## src/rtl/sda_timer_pkg.sv

```systemverilog
package sda_timer_pkg;
  typedef struct packed {
    logic latchBit;
    logic loadHold;
    logic loadSetup;
    logic countDown;
    logic driveBit;
    logic loadShadow;
  } timerCtl_t;

  typedef enum logic [1:0] {
    ST_DONE  = 2'd0,
    ST_HOLD  = 2'd1,
    ST_SETUP = 2'd2
  } timerState_t;
endpackage

```

## src/rtl/sda_timer_ctl.sv

```systemverilog
module sda_timer_ctl
  import sda_timer_pkg::*;
(
  input  logic      clk,
  input  logic      rstN,
  input  logic      shadowLoad,
  input  logic      xferBusy,
  input  logic      sclFall,
  input  logic      cntZero,
  output timerCtl_t ctl,
  output logic      setupDone
);
  timerState_t state, stateNext;

  always_comb begin
    ctl = '0;
    ctl.loadShadow = shadowLoad && !xferBusy;
    stateNext = state;
    if (sclFall) begin
      ctl.latchBit = 1'b1;
      ctl.loadHold = 1'b1;
      stateNext    = ST_HOLD;
    end else begin
      unique case (state)
        ST_HOLD: begin
          if (cntZero) begin
            ctl.driveBit  = 1'b1;
            ctl.loadSetup = 1'b1;
            stateNext     = ST_SETUP;
          end else begin
            ctl.countDown = 1'b1;
          end
        end
        ST_SETUP: begin
          if (cntZero) stateNext = ST_DONE;
          else         ctl.countDown = 1'b1;
        end
        default: stateNext = ST_DONE;
      endcase
    end
  end

  always_ff @(posedge clk or negedge rstN) begin
    if (!rstN) state <= ST_DONE;
    else       state <= stateNext;
  end

  assign setupDone = (state == ST_DONE);
endmodule

```

## src/rtl/sda_timer_dp.sv

```systemverilog
module sda_timer_dp
  import sda_timer_pkg::*;
#(
  parameter int unsigned CNT_W     = 8,
  parameter int unsigned SETUP_RST = 126,
  parameter int unsigned HOLD_RST  = 31
) (
  input  logic             clk,
  input  logic             rstN,
  input  logic [CNT_W-1:0] cfgSetup,
  input  logic [CNT_W-1:0] cfgHold,
  input  logic             dataBit,
  input  timerCtl_t        ctl,
  output logic             cntZero,
  output logic             sdaOe,
  output logic [CNT_W-1:0] shSetup,
  output logic [CNT_W-1:0] shHold
);
  localparam logic [CNT_W-1:0] SetupInit = CNT_W'(SETUP_RST);
  localparam logic [CNT_W-1:0] HoldInit  = CNT_W'(HOLD_RST);

  logic [CNT_W-1:0] cnt;
  logic             pendBit;
  logic             sdaBit;

  always_ff @(posedge clk or negedge rstN) begin
    if (!rstN) begin
      shSetup <= SetupInit;
      shHold  <= HoldInit;
    end else if (ctl.loadShadow) begin
      shSetup <= cfgSetup;
      shHold  <= cfgHold;
    end
  end

  always_ff @(posedge clk or negedge rstN) begin
    if (!rstN)              cnt <= '0;
    else if (ctl.loadHold)  cnt <= shHold;
    else if (ctl.loadSetup) cnt <= shSetup;
    else if (ctl.countDown) cnt <= cnt - 1'b1;
  end

  always_ff @(posedge clk or negedge rstN) begin
    if (!rstN) begin
      pendBit <= 1'b1;
      sdaBit  <= 1'b1;
    end else begin
      if (ctl.latchBit) pendBit <= dataBit;
      if (ctl.driveBit) sdaBit  <= pendBit;
    end
  end

  assign cntZero = (cnt == '0);
  assign sdaOe   = ~sdaBit;
endmodule

```

## src/rtl/sda_setup_hold_timer.sv

```systemverilog
module sda_setup_hold_timer
  import sda_timer_pkg::*;
#(
  parameter int unsigned CNT_W     = 8,
  parameter int unsigned SETUP_RST = 126,
  parameter int unsigned HOLD_RST  = 31
) (
  input  logic             clk,
  input  logic             rstN,
  input  logic [CNT_W-1:0] cfgSetup,
  input  logic [CNT_W-1:0] cfgHold,
  input  logic             shadowLoad,
  input  logic             xferBusy,
  input  logic             sclFall,
  input  logic             dataBit,
  output logic             sdaOe,
  output logic             setupDone
);
  timerCtl_t        ctl;
  logic             cntZero;
  logic [CNT_W-1:0] shSetup;
  logic [CNT_W-1:0] shHold;

  sda_timer_ctl u_ctl (
    .clk(clk), .rstN(rstN), .shadowLoad(shadowLoad), .xferBusy(xferBusy),
    .sclFall(sclFall), .cntZero(cntZero), .ctl(ctl), .setupDone(setupDone)
  );

  sda_timer_dp #(.CNT_W(CNT_W), .SETUP_RST(SETUP_RST), .HOLD_RST(HOLD_RST)) u_dp (
    .clk(clk), .rstN(rstN), .cfgSetup(cfgSetup), .cfgHold(cfgHold),
    .dataBit(dataBit), .ctl(ctl), .cntZero(cntZero), .sdaOe(sdaOe),
    .shSetup(shSetup), .shHold(shHold)
  );
endmodule

```

## config.mk

```make
export PLATFORM = sky130hd
export DESIGN_NAME = sda_setup_hold_timer
export DESIGN_NICKNAME = d
export VERILOG_FILES = /design/src/rtl/sda_timer_pkg.sv /design/src/rtl/sda_timer_ctl.sv /design/src/rtl/sda_timer_dp.sv /design/src/rtl/sda_setup_hold_timer.sv
export SDC_FILE = /design/constraint.sdc
export NUM_CORES = 1
export LEC_CHECK = 0
export ABC_CLOCK_PERIOD_IN_PS = 2800
export BUFFER_PORTS_ARGS = -buffer_cell sky130_fd_sc_hd__buf_2
export CAP_MARGIN = 5
export CORE_MARGIN = 1
export CORE_UTILIZATION = 45
export DETAILED_ROUTE_END_ITERATION = 8
export GPL_TIMING_DRIVEN = 0
export HOLD_SLACK_MARGIN = 0.12
export PLACE_DENSITY_LB_ADDON = 0.25
export RECOVER_POWER = 100
export SYNTH_ARGS = -nofsm -noshare
export SYNTH_HDL_FRONTEND = slang
export SYNTH_HIERARCHICAL = 1
export SYNTH_SLANG_ARGS = --single-unit
```

## constraint.sdc

```tcl
create_clock -name clk -period 2.8 [get_ports clk]
set_input_delay 0 -clock clk [delete_from_list [all_inputs] [get_ports clk]]
set_output_delay 0 -clock clk [all_outputs]
set_load 0.01 [all_outputs]
```

==> metrics.md, run 1 <==
| Metric | Value |
|---|---|
| Post-Route WL | approximately 2.9 mm |
| Port Buffers | 23 |
| Core Region | 3078 µm² |
| Slew at the pin closest to its max-slew limit | ~1.4 ns |
| Horiz. Die Dim | roughly 59 µm |
| Clock sinks | 28 |
| Filler instances | around 280 |
| Antenna diodes | 0 |
| Maximum number of pins on one net before global-route repair | 29 |
| Source-to-sink clock delay at the later pin of the worst-skew pair | between 0.3 and 0.4 ns |
| Leakage power figure | just over 0.8 nW |
| Final layout net count | 206 |
| Net Count, Synth | between 150 and 200 |
| Hold violation count in the final report | 0 |
| Post-Syn Area | around 1500 µm² |
| Power per standard cell area | 588.0 nW/µm² |
| Smallest hold slack | 0.3113 ns |
| Total area of sequential cells | between 700 and 800 µm² |
| Placed cell areas | between 1500 and 2000 µm² |
| Crit path DAT | around 2.8 ns |
| Number of global-route vias before repair | between 1000 and 1500 |
| Status | complete, no violations |
| DP HPWL | approximately 2.0 mm |
| Worst-case reg-to-reg path depth | 7 |
| Synth Register Bits | 28 |
| Fraction of the yosys area taken by sequential cells | between 40% and 50% |
| Top area cells in the synthesized netlist | sky130_fd_sc_hd__dfrtp_1, sky130_fd_sc_hd__dfstp_2, sky130_fd_sc_hd__mux2_2, sky130_fd_sc_hd__ha_1, sky130_fd_sc_hd__buf_4 |
| Hold depth | 4 |
| Remaining DRCs | 0 |
| Synthesis warning total | 6 |
| # IOs | 24 |
| Core occupancy in the finished layout | around three fifths |
| Vert. Die Dim | between 50 and 60 µm |
| Overall overflow remaining after global route | 0 |
| TritonRoute pass-1 iters | 4 |
| H-tree level count | 1 |
| Total number of placement rows | 20 |
| Synth area leader | sky130_fd_sc_hd__dfrtp_1 |
| Launching element type of the critical path | flop |
| Final critical-path setup slack | 0.2045 ns |
| Cell at the root of the clock tree | sky130_fd_sc_hd__clkbuf_4 |
| Number of setup violations in the final report | 0 |
| Proportion of layout cells with a drive suffix above 1 | 34.83% |
| Final Slew Violations | 0 |
| Most frequent cells in the layout | sky130_fd_sc_hd__dlygate4sd3_1, sky130_fd_sc_hd__buf_2, sky130_fd_sc_hd__mux2_2, sky130_fd_sc_hd__dfrtp_1, sky130_fd_sc_hd__dfstp_2 |
| Number of distinct library cell variants in the gate-level netlist after synthesis | 41 |
| Initial antenna violation count | 0 |
| Count of mapped cells out of synthesis | 131 |
| Max Cap Violations | 0 |
| TritonCTS Buffers | 3 |
| Number of routed nets with antenna violations | 0 |
| Setup skew after layout | around 0.008 ns |
| Routability cong. | approximately 0.8 |
| Critical path type | reg2reg |
| Crit path max fanout | 10 |
| Wire length of the first global-routing pass | slightly above 5 mm |
| Worst-case headroom to the max-slew limit | 3.341% |
| Postcts setup bufs | 0 |
| Wire length per cell | ~13 µm |
| TritonCTS clock tree | built |
| Worst setup EP type | flop |
| Share of the synthesized area in the top cell type | between 20% and 30% |
| Post-Place Setup Slack | -0.05680 ns |
| Initial core utilization | between 40% and 50% |
| Unrepaired setup endpoints after global routing | false |
| Post-layout min period | roughly 2.6 ns |
| All-Layer GR Usage | about a fifth |
| Worst EP required | 3.02 ns |
| Area occupied by multi-input gates | between 600 and 700 µm² |
| Count of vias placed by the detailed router | 1137 |
| Buffer depth of the longest clock path | 2 |
| Post-route clock period utilization | 92.70% |
| Path type of the worst min-delay path | in2reg |
| CTS clk-pin slew, worst paths | ~0.15 ns |
| Syn-to-layout area delta | 29.00% |
| Number of vias per cell after detailed routing | 5.122 |
| Drt first-iter violations | 49 |
| Final std cell area, no fill | between 1500 and 2000 µm² |
| Mapped Avg Cell Area | 11.17 µm² |
| Maximum clock frequency | between 300 and 400 MHz |
| Peak supply drop | ~0.00036 V |
| Most frequent standard cell in the layout excluding fill and tap cells | sky130_fd_sc_hd__dlygate4sd3_1 |
| Die area | 3482 µm² |
-- kinds of logic (layout without fill, tap and decap cells) --
logic type                 after synthesis  after routing  share of synthesized area (%)
AOI/OAI and AO/OA                       20             20                          10.01
buffers and inverters                   17             64                          5.646
muxes                                   17             17                          13.00
xor gates and xnor gates                 2              2                          1.198
adders and majority gates                5              5                          4.277
DFF                                     28             28                          49.02
and+or+nand+nor                         42             42                          16.85
-- area by class of cell --
cell class	count	share of cell area (%)
tap	44	2.918
buffer	9	2.785
inverter	8	1.592
clock inverter	1	1.592
sequential	28	38.00
multi-input combinational	86	35.48
timing repair buffer	43	16.45
clock buffer	3	1.194
-- registers in the layout, indices dropped and copies added (netlist names) --
name / cells
u_dp/cnt: 8
u_dp/shHold: 8
u_dp/shSetup: 8
u_ctl/state: 2
u_dp/pendBit: 1
u_dp/sdaBit: 1
-- power breakdown --
group	switching, mW	internal, mW
registers	0.0582	0.500
clock network	0.121	0.145
logic	0.134	0.152
total	0.313	0.797
-- cells in the mapped netlist (all sizes together) --
| master | number |
|---|---|
| nor2b | 4 |
| or4b | 2 |
| dfstp | 13 |
| buf | 5 |
| o221a | 1 |
| a22oi | 2 |
| o211ai | 1 |
| and2 | 1 |
| xor2 | 1 |
| a21boi | 1 |
| mux2i | 1 |
| nand4 | 1 |
| clkbuf | 4 |
| a311o | 1 |
| or4 | 1 |
| and2b | 1 |
| nand2b | 1 |
| nand3 | 2 |
| and3b | 1 |
| xnor2 | 1 |
| a31oi | 1 |
| inv | 8 |
| a221oi | 1 |
| or3 | 2 |
| nor3b | 2 |
| o31ai | 3 |
| dfrtp | 15 |
| nor3 | 5 |
| o31a | 1 |
| or3b | 1 |
| nor4bb | 1 |
| nor4b | 1 |
| nand2 | 10 |
| a222oi | 1 |
| o41ai | 1 |
| and3 | 1 |
| mux2 | 16 |
| o21ai | 6 |
| nor2 | 5 |
| ha | 5 |
-- layer usage --
layer  routed length [µm]  share of wire [%]  vias to the layer above  track usage (%)
li1                     -                  -                      561                -
met1                 1362                 48                      546            26.67
met2                 1396                 49                       28            32.14
met3                   87                3.0                        2            2.183
met4                   17               0.59                        0            8.844
met5                    0                  0                        -                0
-- timing repair --
action	in CTS	in global routing
gates resized for setup	1	0
endpoints found under the hold margin	47	0
setup endpoints to repair	5	0
hold buffers	20	0
-- per-stage QoR --
stage,power [mW],cells,setup TNS (ns)
finish,1.110,222,0
global placement,0.8109,198,0
global route,1.179,222,0
floorplan,0.7444,131,0
CTS,1.125,222,0
detailed placement,0.8286,198,-0.07921
-- worst max-delay path, cell delays in order (launching register included) --
cell and delay [ns]:
sky130_fd_sc_hd__dfrtp_1 0.44, sky130_fd_sc_hd__or4_4 0.58, sky130_fd_sc_hd__nor4b_2 0.43, sky130_fd_sc_hd__nor3b_1 0.15, sky130_fd_sc_hd__clkbuf_1 0.25, sky130_fd_sc_hd__nand2_1 0.14
sky130_fd_sc_hd__nor3_1 0.06, sky130_fd_sc_hd__or3b_2 0.43
-- worst paths after layout --
check / start / to / slack (ns)
worst max-delay path: u_dp/cnt[4]$_DFFE_PN0P_ / u_dp/cnt[6]$_DFFE_PN0P_ / 0.20
worst min-delay path: xferBusy / u_dp/shHold[3]$_DFFE_PN1P_ / 0.31
worst max register to register: u_dp/cnt[4]$_DFFE_PN0P_ / u_dp/cnt[6]$_DFFE_PN0P_ / 0.20
worst min register to register: u_dp/pendBit$_DFFE_PN1P_ / u_dp/sdaBit$_DFFE_PN1P_ / 0.50
max in group asynchronous: rstN / u_dp/shSetup[0]$_DFFE_PN0P_ / 1.44
min in group asynchronous: rstN / u_dp/shHold[6]$_DFFE_PN0P_ / 0.52
No activity file was read; power rests on OpenSTA's default activity.
==> inputs of run 2 (changes only) <==
CELL_PAD_IN_SITES_DETAIL_PLACEMENT = 1   (was default)
CELL_PAD_IN_SITES_GLOBAL_PLACEMENT = 1   (was default)
CORE_UTILIZATION = 35   (was 45)
==> run 2 against run 1 <==
  * The flow now finishes with violations (capacitance limit, slew limit)
  * Critical path depth grew 1
  * Via count up 3.6%
  * First-iteration DRC count decreased by 49%
  * Final cell count is 2.7% higher
  * Combinational power increased by 3%
  * Global-route usage is 1.8 points lower
  * Flip-flop and latch count unchanged
  * Utilization shrank 14 points
  * Power shrank 2.6%
  * Hold slack better by 0.094 ns
  * Design area unchanged
  * Sequential power about the same
  * Largest power group unchanged
==> metrics.md, run 2 (synthesis results as in run 1) <==
| Metric | Value |
|---|---|
| Proportion of layout cells with a drive suffix above 1 | 34.83% (unchanged) |
| All-Layer GR Usage | 17.96% (was 19.76%) |
| Buffer depth of the longest clock path | 2 (unchanged) |
| Core occupancy in the finished layout | 47.17% (was 61.30%) |
| Register-to-Register Setup Slack | 0.20 ns (about the same) |
| Slew at the pin closest to its max-slew limit | 1.559 ns (was 1.450 ns) |
| DP HPWL | 2.348 mm (was 2.023 mm) |
| Overall overflow remaining after global route | 0 (unchanged) |
| Cell at the root of the clock tree | sky130_fd_sc_hd__clkbuf_8 (was sky130_fd_sc_hd__clkbuf_4) |
| Leakage power figure | 0.8037 nW (was 0.8083 nW) |
| Top cell family by delay on the critical path | simple AND/OR/NAND/NOR gates (unchanged) |
| CP max stage cell | sky130_fd_sc_hd__or4_4 (unchanged) |
| Initial core utilization | 36.57% (was 47.52%) |
| TritonRoute pass-1 iters | 4 (unchanged) |
| Setup skew after layout | 0.003022 ns (was 0.007897 ns) |
| Switching part of the total power | 30.08% (was 28.17%) |
| Vert. Die Dim | 66.65 µm (was 59.01 µm) |
| Most used cell along the critical path | sky130_fd_sc_hd__buf_4 |
| Number of vias per cell after detailed routing | 5.167 (was 5.122) |
| Peak supply drop | 0.0002621 V (was 0.0003633 V) |
| Antenna diodes | 0 (unchanged) |
| Origin of the critical flop-to-flop path | u_dp/cnt[4]$_DFFE_PN0P_ (unchanged) |
| Post-layout min period | 2.604 ns (was 2.596 ns) |
| Internal Dissipation | 0.7558 mW (was 0.7969 mW) |
| Violations in the final reports | capacitance limit, slew limit |
| Drt first-iter violations | 25 (was 49) |
| Hold depth | 4 (unchanged) |
| Worst setup EP type | flop (unchanged) |
| Part of the total power dissipated in combinational logic | 27.2% (was 25.8%) |
| Worst Hold End | u_dp/shHold[6]$_DFFE_PN0P_ (was u_dp/shHold[3]$_DFFE_PN1P_) |
| CTS clk-pin slew, worst paths | 0.09 ns (was 0.15 ns) |
| Core Region | 4000 µm² (was 3078 µm²) |
| Routability cong. | 0.8582 (was 0.7985) |
| Path type of the worst min-delay path | in2reg (unchanged) |
| Post-route clock period utilization | 92.98% (was 92.70%) |
| Maximum clock frequency | 384.1 MHz (was 385.3 MHz) |
| Worst-case headroom to the max-slew limit | -3.960% (was 3.341%) |
| Post-Route WL | 3.370 mm (was 2.863 mm) |
| Setup Total Neg Slack | 0 ns (unchanged) |
| Final critical-path setup slack | 0.1964 ns (was 0.2045 ns) |
| Delay of the slowest cell on the worst path | 0.58 ns (about the same) |
| Clock group share of total power | 21.0% (was 23.9%) |
| Power per standard cell area | 572.9 nW/µm² (was 588.0 nW/µm²) |
| Count of vias placed by the detailed router | 1178 (was 1137) |
| Post-Place Setup Slack | -0.1219 ns (was -0.05680 ns) |
| Switch Pwr | 0.3251 mW (was 0.3126 mW) |
| Source-to-sink clock delay at the later pin of the worst-skew pair | 0.28 ns (was 0.33 ns) |
| # IOs | 24 (unchanged) |
| Worst EP required | 3.00 ns (was 3.02 ns) |
| Number of routed nets with antenna violations | 0 (unchanged) |
| Port Buffers | 23 (unchanged) |
| Max Cap Violations | 1 (was 0) |
| Total power after layout | 1.081 mW (was 1.110 mW) |
| Syn-to-layout area delta | 29.00% (unchanged) |
| Postcts setup bufs | 0 (unchanged) |
| Final layout net count | 206 (unchanged) |
| Ordered list of cells on the worst path | or4_4 -> nor4b_2 -> and3_2 -> buf_4 -> buf_4 -> nor2b_1 -> a22oi_1 -> o211ai_1 (was or4_4 -> nor4b_2 -> nor3b_1 -> clkbuf_1 -> nand2_1 -> nor3_1 -> or3b_2) |
| Crit path DAT | 2.80 ns (was 2.81 ns) |
| Horiz. Die Dim | 66.65 µm (was 59.01 µm) |
| Worst-case reg-to-reg path depth | 8 (was 7) |
| Most frequent cells in the layout | sky130_fd_sc_hd__dlygate4sd3_1, sky130_fd_sc_hd__buf_2, sky130_fd_sc_hd__mux2_2, sky130_fd_sc_hd__dfrtp_1, sky130_fd_sc_hd__dfstp_2 (unchanged) |
| Worst reg2reg endpoint | u_dp/cnt[3]$_DFFE_PN0P_ (was u_dp/cnt[6]$_DFFE_PN0P_) |
| Maximum number of pins on one net before global-route repair | 29 (unchanged) |
| Clock sinks | 28 (unchanged) |
| Critical hold path startpoint | xferBusy (unchanged) |
| TritonCTS clock tree | built (unchanged) |
| CP Buf/Inv Count | 2 (was 1) |
| Part of the total power dissipated in sequential elements | 51.8% (was 50.3%) |
| Hold violation count in the final report | 0 (unchanged) |
| Unrepaired setup endpoints after global routing | false (unchanged) |
| Die area | 4442 µm² (was 3482 µm²) |
| Status | finished with violations (was complete, no violations) |
| Initial antenna violation count | 0 (unchanged) |
| Number of global-route vias before repair | 1277 (was 1167) |
| Regs by FF count | u_dp/cnt (8), u_dp/shHold (8), u_dp/shSetup (8) (unchanged) |
| Remaining DRCs | 0 (unchanged) |
| TritonCTS Buffers | 3 (unchanged) |
| Number of setup violations in the final report | 0 (unchanged) |
| Wire length of the first global-routing pass | 5.934 mm (was 5.175 mm) |
| Crit path max fanout | 10 (unchanged) |
| Critical path type | reg2reg (unchanged) |
| H-tree level count | 1 (unchanged) |
| Most frequent standard cell in the layout excluding fill and tap cells | sky130_fd_sc_hd__dlygate4sd3_1 (unchanged) |
| Wire length per cell | 14.78 µm (was 12.90 µm) |
| Final Slew Violations | 29 (was 0) |
| Filler instances | 466 (was 276) |
| Total number of placement rows | 23 (was 20) |
| Launching element type of the critical path | flop (unchanged) |
-- run 2: cell types whose count changed in the layout (fill, tap and decap cells not counted), sizes merged --
cell    delta
bufinv     -1
clkbuf     +1
-- run 2: worst max-delay path by stage --
stage	from	endpoint	slack, ns	depth (start not counted)
final	u_dp/cnt[4]$_DFFE_PN0P_	u_dp/cnt[3]$_DFFE_PN0P_	0.20	8
after global routing	u_dp/cnt[4]$_DFFE_PN0P_	u_dp/cnt[5]$_DFFE_PN0P_	0.007	8
after CTS	u_dp/cnt[4]$_DFFE_PN0P_	u_dp/cnt[3]$_DFFE_PN0P_	0.17	8
after detailed placement	u_dp/cnt[4]$_DFFE_PN0P_	u_dp/cnt[3]$_DFFE_PN0P_	-0.12	8
after global placement	u_dp/cnt[4]$_DFFE_PN0P_	u_dp/cnt[3]$_DFFE_PN0P_	-0.04	8
after floorplan	u_dp/cnt[4]$_DFFE_PN0P_	u_dp/cnt[6]$_DFFE_PN0P_	0.27	7
-- run 2: final cells by class --
type	instances	area [µm²]	share of cell area [%]
multi-input cells	86	669.4	35.48
inverters	8	30.03	1.592
repair buffers	43	310.3	16.45
flip-flops and latches	28	716.9	38.00
plain buffers	9	52.55	2.785
well taps	50	62.56	3.316
clock buffers	4	45.04	2.387
-- run 2: worst register-to-register path: cells and delay by family, from the launching register on --
kind / cells / cell delay, ns
simple gates: 4 / 1.55
flops: 1 / 0.42
buf+inv: 2 / 0.33
compound gates: 2 / 0.24
-- run 2: power groups by stage --
stage	logic, mW	clock network, mW	registers, mW
2_1_floorplan	0.197	0	0.547
3_5_place_dp	0.275	0	0.567
6_report	0.294	0.227	0.559
4_1_cts	0.301	0.246	0.561
3_3_place_gp	0.257	0	0.561
5_1_grt	0.332	0.256	0.573
-- run 2: per-layer routing --
layer / global-route usage [%] / part of all wire (%) / routed length (µm) / up-vias
met5: 0 / 0 / 0 / -
met4: 7.181 / 1.6 / 55 / 0
met3: 2.568 / 2.2 / 75 / 5
met2: 31.69 / 52 / 1745 / 14
met1: 21.67 / 44 / 1494 / 602
li1: - / - / - / 557
-- run 2: metrics by stage --
stage	instance area (µm²)	std cells	hold WS [ns]
2_1_floorplan	1463	131	-0.2956
3_3_place_gp	1640	204	0.06082
3_5_place_dp	1640	204	0.06968
4_1_cts	1892	228	0.3003
5_1_grt	1887	228	0.4301
6_report	1887	228	0.4058
-- run 2: repair_timing --
item                                    4_1_cts  5_1_grt
hold buffers                                 20        0
gates resized for setup                       1        0
endpoints found under the hold margin        34        0
endpoints found under the setup margin        6        0
==> inputs of run 3 (changes only) <==
CORE_MARGIN = 4   (was 1)
PLACE_DENSITY = 0.62   (was default)
PLACE_DENSITY_LB_ADDON = default   (was 0.25)
==> run 3 against run 2 <==
  * The flow still finishes with violations (capacitance limit, slew limit)
  * Worst setup slack better by 0.067 ns
  * Utilization up 0.53 points
  * Global-route usage down 3.6 points
  * Count of clock-buffer cells in the layout down 1
==> metrics.md, run 3 (synthesis results as in run 1) <==
| Metric | Value |
|---|---|
| Number of setup violations in the final report | 0 (unchanged) |
| Unrepaired setup endpoints after global routing | false (unchanged) |
| Number of routed nets with antenna violations | 0 (unchanged) |
| Crit path max fanout | 10 (unchanged) |
| Filler-free cell count of the finished design | 228 (unchanged) |
| Global-route met1 utilization | 17.58% (was 21.67%) |
| Power per standard cell area | 614.2 nW/µm² (was 572.9 nW/µm²) |
| TritonRoute pass-1 iters | 4 (unchanged) |
| Delay of the slowest cell on the worst path | 0.59 ns (was 0.58 ns) |
| Hold depth | 4 (unchanged) |
| Wire length of the first global-routing pass | 5.975 mm (was 5.934 mm) |
| Violations in the final reports | capacitance limit, slew limit (unchanged) |
| Worst EP required | 3.00 ns (about the same) |
| Post-Route WL | 3.435 mm (was 3.370 mm) |
| All-Layer GR Usage | 14.39% (was 17.96%) |
| Initial core utilization | 36.30% (was 36.57%) |
| Critical path type | reg2reg (unchanged) |
| Area occupied by multi-input gates | 678.2 µm² (was 669.4 µm²) |
| Worst-case reg-to-reg path depth | 8 (unchanged) |
| Status | finished with violations (unchanged) |
| Drt first-iter violations | 48 (was 25) |
| CP Buf/Inv Count | 2 (unchanged) |
| Proportion of layout cells with a drive suffix above 1 | 35.39% (was 34.83%) |
| Core Region | 4029 µm² (was 4000 µm²) |
| Routability cong. | 0.7874 (was 0.8582) |
| Post-route clock period utilization | 90.58% (was 92.98%) |
| Vert. Die Dim | 72.65 µm (was 66.65 µm) |
| Path type of the worst min-delay path | in2reg (unchanged) |
| # IOs | 24 (unchanged) |
| Final layout net count | 206 (unchanged) |
| Filler instances | 474 (was 466) |
| Cell at the root of the clock tree | sky130_fd_sc_hd__clkbuf_8 (unchanged) |
| DP HPWL | 2.387 mm (was 2.348 mm) |
| Clock sinks | 28 (unchanged) |
| Hold violation count in the final report | 0 (unchanged) |
| Horiz. Die Dim | 72.65 µm (was 66.65 µm) |
| Number of global-route vias before repair | 1293 (was 1277) |
| H-tree level count | 1 (unchanged) |
| DP Cell Count | 204 (unchanged) |
| Final Slew Violations | 29 (unchanged) |
| Internal Dissipation | 0.8466 mW (was 0.7558 mW) |
| Postcts setup bufs | 0 (unchanged) |
| TritonCTS clock tree | built (unchanged) |
| Worst setup EP type | flop (unchanged) |
| Top cell family by delay on the critical path | simple AND/OR/NAND/NOR gates (unchanged) |
| Die area | 5277 µm² (was 4442 µm²) |
| Buffer depth of the longest clock path | 2 (unchanged) |
| Total number of placement rows | 23 (unchanged) |
| Regs by FF count | u_dp/cnt (8), u_dp/shHold (8), u_dp/shSetup (8) (unchanged) |
| Met2 Usage GRT | 26.65% (was 31.69%) |
| Wire length per cell | 15.07 µm (was 14.78 µm) |
| Most frequent standard cell in the layout excluding fill and tap cells | sky130_fd_sc_hd__dlygate4sd3_1 (unchanged) |
| Leakage power figure | 0.8197 nW (was 0.8037 nW) |
| Peak supply drop | 0.0003777 V (was 0.0002621 V) |
| Worst reg2reg endpoint | u_dp/cnt[3]$_DFFE_PN0P_ (unchanged) |
| Switch Pwr | 0.3337 mW (was 0.3251 mW) |
| Total power after layout | 1.180 mW (was 1.081 mW) |
| Max Cap Violations | 1 (unchanged) |
| CP max stage cell | sky130_fd_sc_hd__or4_4 (unchanged) |
| Post-layout min period | 2.536 ns (was 2.604 ns) |
| Ordered list of cells on the worst path | or4_4 -> nor4b_4 -> and3_2 -> buf_4 -> buf_4 -> nor2b_1 -> a22oi_1 -> o211ai_1 (was or4_4 -> nor4b_2 -> and3_2 -> buf_4 -> buf_4 -> nor2b_1 -> a22oi_1 -> o211ai_1) |
| Source-to-sink clock delay at the later pin of the worst-skew pair | 0.27 ns (was 0.28 ns) |
| Critical Path Stages | 8 (unchanged) |
| Met3 usage | 1.653% (was 2.568%) |
| Origin of the critical flop-to-flop path | u_dp/cnt[4]$_DFFE_PN0P_ (unchanged) |
| Port Buffers | 23 (unchanged) |
| Setup skew after layout | 0.004213 ns (was 0.003022 ns) |
| Count of vias placed by the detailed router | 1168 (was 1178) |
| Antenna diodes | 0 (unchanged) |
| TritonCTS Buffers | 3 (unchanged) |
| Clock group share of total power | 27.4% (was 21.0%) |
| Maximum number of pins on one net before global-route repair | 29 (unchanged) |
| Part of the total power dissipated in combinational logic | 25.0% (was 27.2%) |
| Slew at the pin closest to its max-slew limit | 1.543 ns (was 1.559 ns) |
| CTS clk-pin slew, worst paths | 0.10 ns (was 0.09 ns) |
| Number of vias per cell after detailed routing | 5.123 (was 5.167) |
| Worst Hold End | u_dp/shHold[5]$_DFFE_PN0P_ (was u_dp/shHold[6]$_DFFE_PN0P_) |
| Remaining DRCs | 0 (unchanged) |
| Total area of sequential cells | 716.9 µm² (unchanged) |
| Critical hold path startpoint | xferBusy (unchanged) |
| Crit path DAT | 2.73 ns (was 2.80 ns) |
| Most frequent cells in the layout | sky130_fd_sc_hd__dlygate4sd3_1, sky130_fd_sc_hd__buf_2, sky130_fd_sc_hd__mux2_2, sky130_fd_sc_hd__dfrtp_1, sky130_fd_sc_hd__dfstp_2 (unchanged) |
| Overall overflow remaining after global route | 0 (unchanged) |
| Peak-usage layer in the global routing report | met2 (unchanged) |
| Part of the total power dissipated in sequential elements | 47.6% (was 51.8%) |
| Launching element type of the critical path | flop (unchanged) |
| Worst-case headroom to the max-slew limit | -2.863% (was -3.960%) |
| Syn-to-layout area delta | 31.39% (was 29.00%) |
| Most used cell along the critical path | sky130_fd_sc_hd__buf_4 (unchanged) |
| Initial antenna violation count | 0 (unchanged) |
| Register-to-Register Setup Slack | 0.26 ns (was 0.20 ns) |
| Switching part of the total power | 28.27% (was 30.08%) |
| Maximum clock frequency | 394.3 MHz (was 384.1 MHz) |
[run 3: cell count changes in the layout (fill, tap and decap cells not counted), sizes merged]
cell,change
bufinv,+1
clkbuf,-1
[run 3: worst register-to-register path, delay by kind of cell (launching register included)]
family,cells,cell delay [ns]
buffers and inverters,2,0.32
flip-flops,1,0.42
AO/OA/AOI/OAI,2,0.23
AND/OR/NAND/NOR,4,1.47
[run 3: stage by stage]
stage	hold WS [ns]	util (%)	cell area [µm²]	TNS (ns)	setup WS, ns
floorplan	-0.2956	-	1463	0	0.2704
global placement	0.06277	40.71	1640	-0.2023	-0.07121
detailed placement	0.07075	40.71	1640	-0.5559	-0.1571
CTS	0.3083	47.61	1918	0	0.1248
global route	0.4192	47.70	1922	0	0.08563
finish	0.4100	47.70	1922	0	0.2637
[run 3: worst max path at each step]
stage | startpoint | end
after detailed placement | u_dp/cnt[4]$_DFFE_PN0P_ | u_dp/cnt[3]$_DFFE_PN0P_
after CTS | u_dp/cnt[4]$_DFFE_PN0P_ | u_dp/cnt[3]$_DFFE_PN0P_
after global routing | u_dp/cnt[0]$_DFFE_PN0P_ | u_dp/cnt[6]$_DFFE_PN0P_
after global placement | u_dp/cnt[4]$_DFFE_PN0P_ | u_dp/cnt[3]$_DFFE_PN0P_
final | u_dp/cnt[4]$_DFFE_PN0P_ | u_dp/cnt[3]$_DFFE_PN0P_
after floorplan | u_dp/cnt[4]$_DFFE_PN0P_ | u_dp/cnt[6]$_DFFE_PN0P_
[run 3: power groups by stage]
| stage | Clock (mW) | Sequential (mW) | Combinational (mW) |
|---|---|---|---|
| global route | 0.355 | 0.574 | 0.332 |
| global placement | 0 | 0.562 | 0.258 |
| detailed placement | 0 | 0.567 | 0.270 |
| CTS | 0.334 | 0.561 | 0.297 |
| finish | 0.323 | 0.562 | 0.295 |
| floorplan | 0 | 0.547 | 0.197 |
[run 3: final cells by class]
type	count	area share, %
clock buffers	3	2.148
well taps	50	3.255
flip-flops and latches	28	37.30
clock inverters	1	1.563
inverters	8	1.563
multi-input cells	86	35.29
repair buffers	43	16.15
plain buffers	9	2.734
[run 3: repair_timing]
action / in CTS / in global routing
hold buffers: 20 / 0
gates resized for setup: 1 / 1
hold endpoints to repair: 34 / 0
setup endpoints to repair: 8 / 3
pin swaps: 0 / 0
[run 3: layer usage]
| layer | vias up | share of wire, % |
|---|---|---|
| li1 | 561 | - |
| met1 | 588 | 44 |
| met3 | 2 | 3.0 |
| met4 | 0 | 0.49 |
| met5 | - | 0 |
| met2 | 17 | 53 |
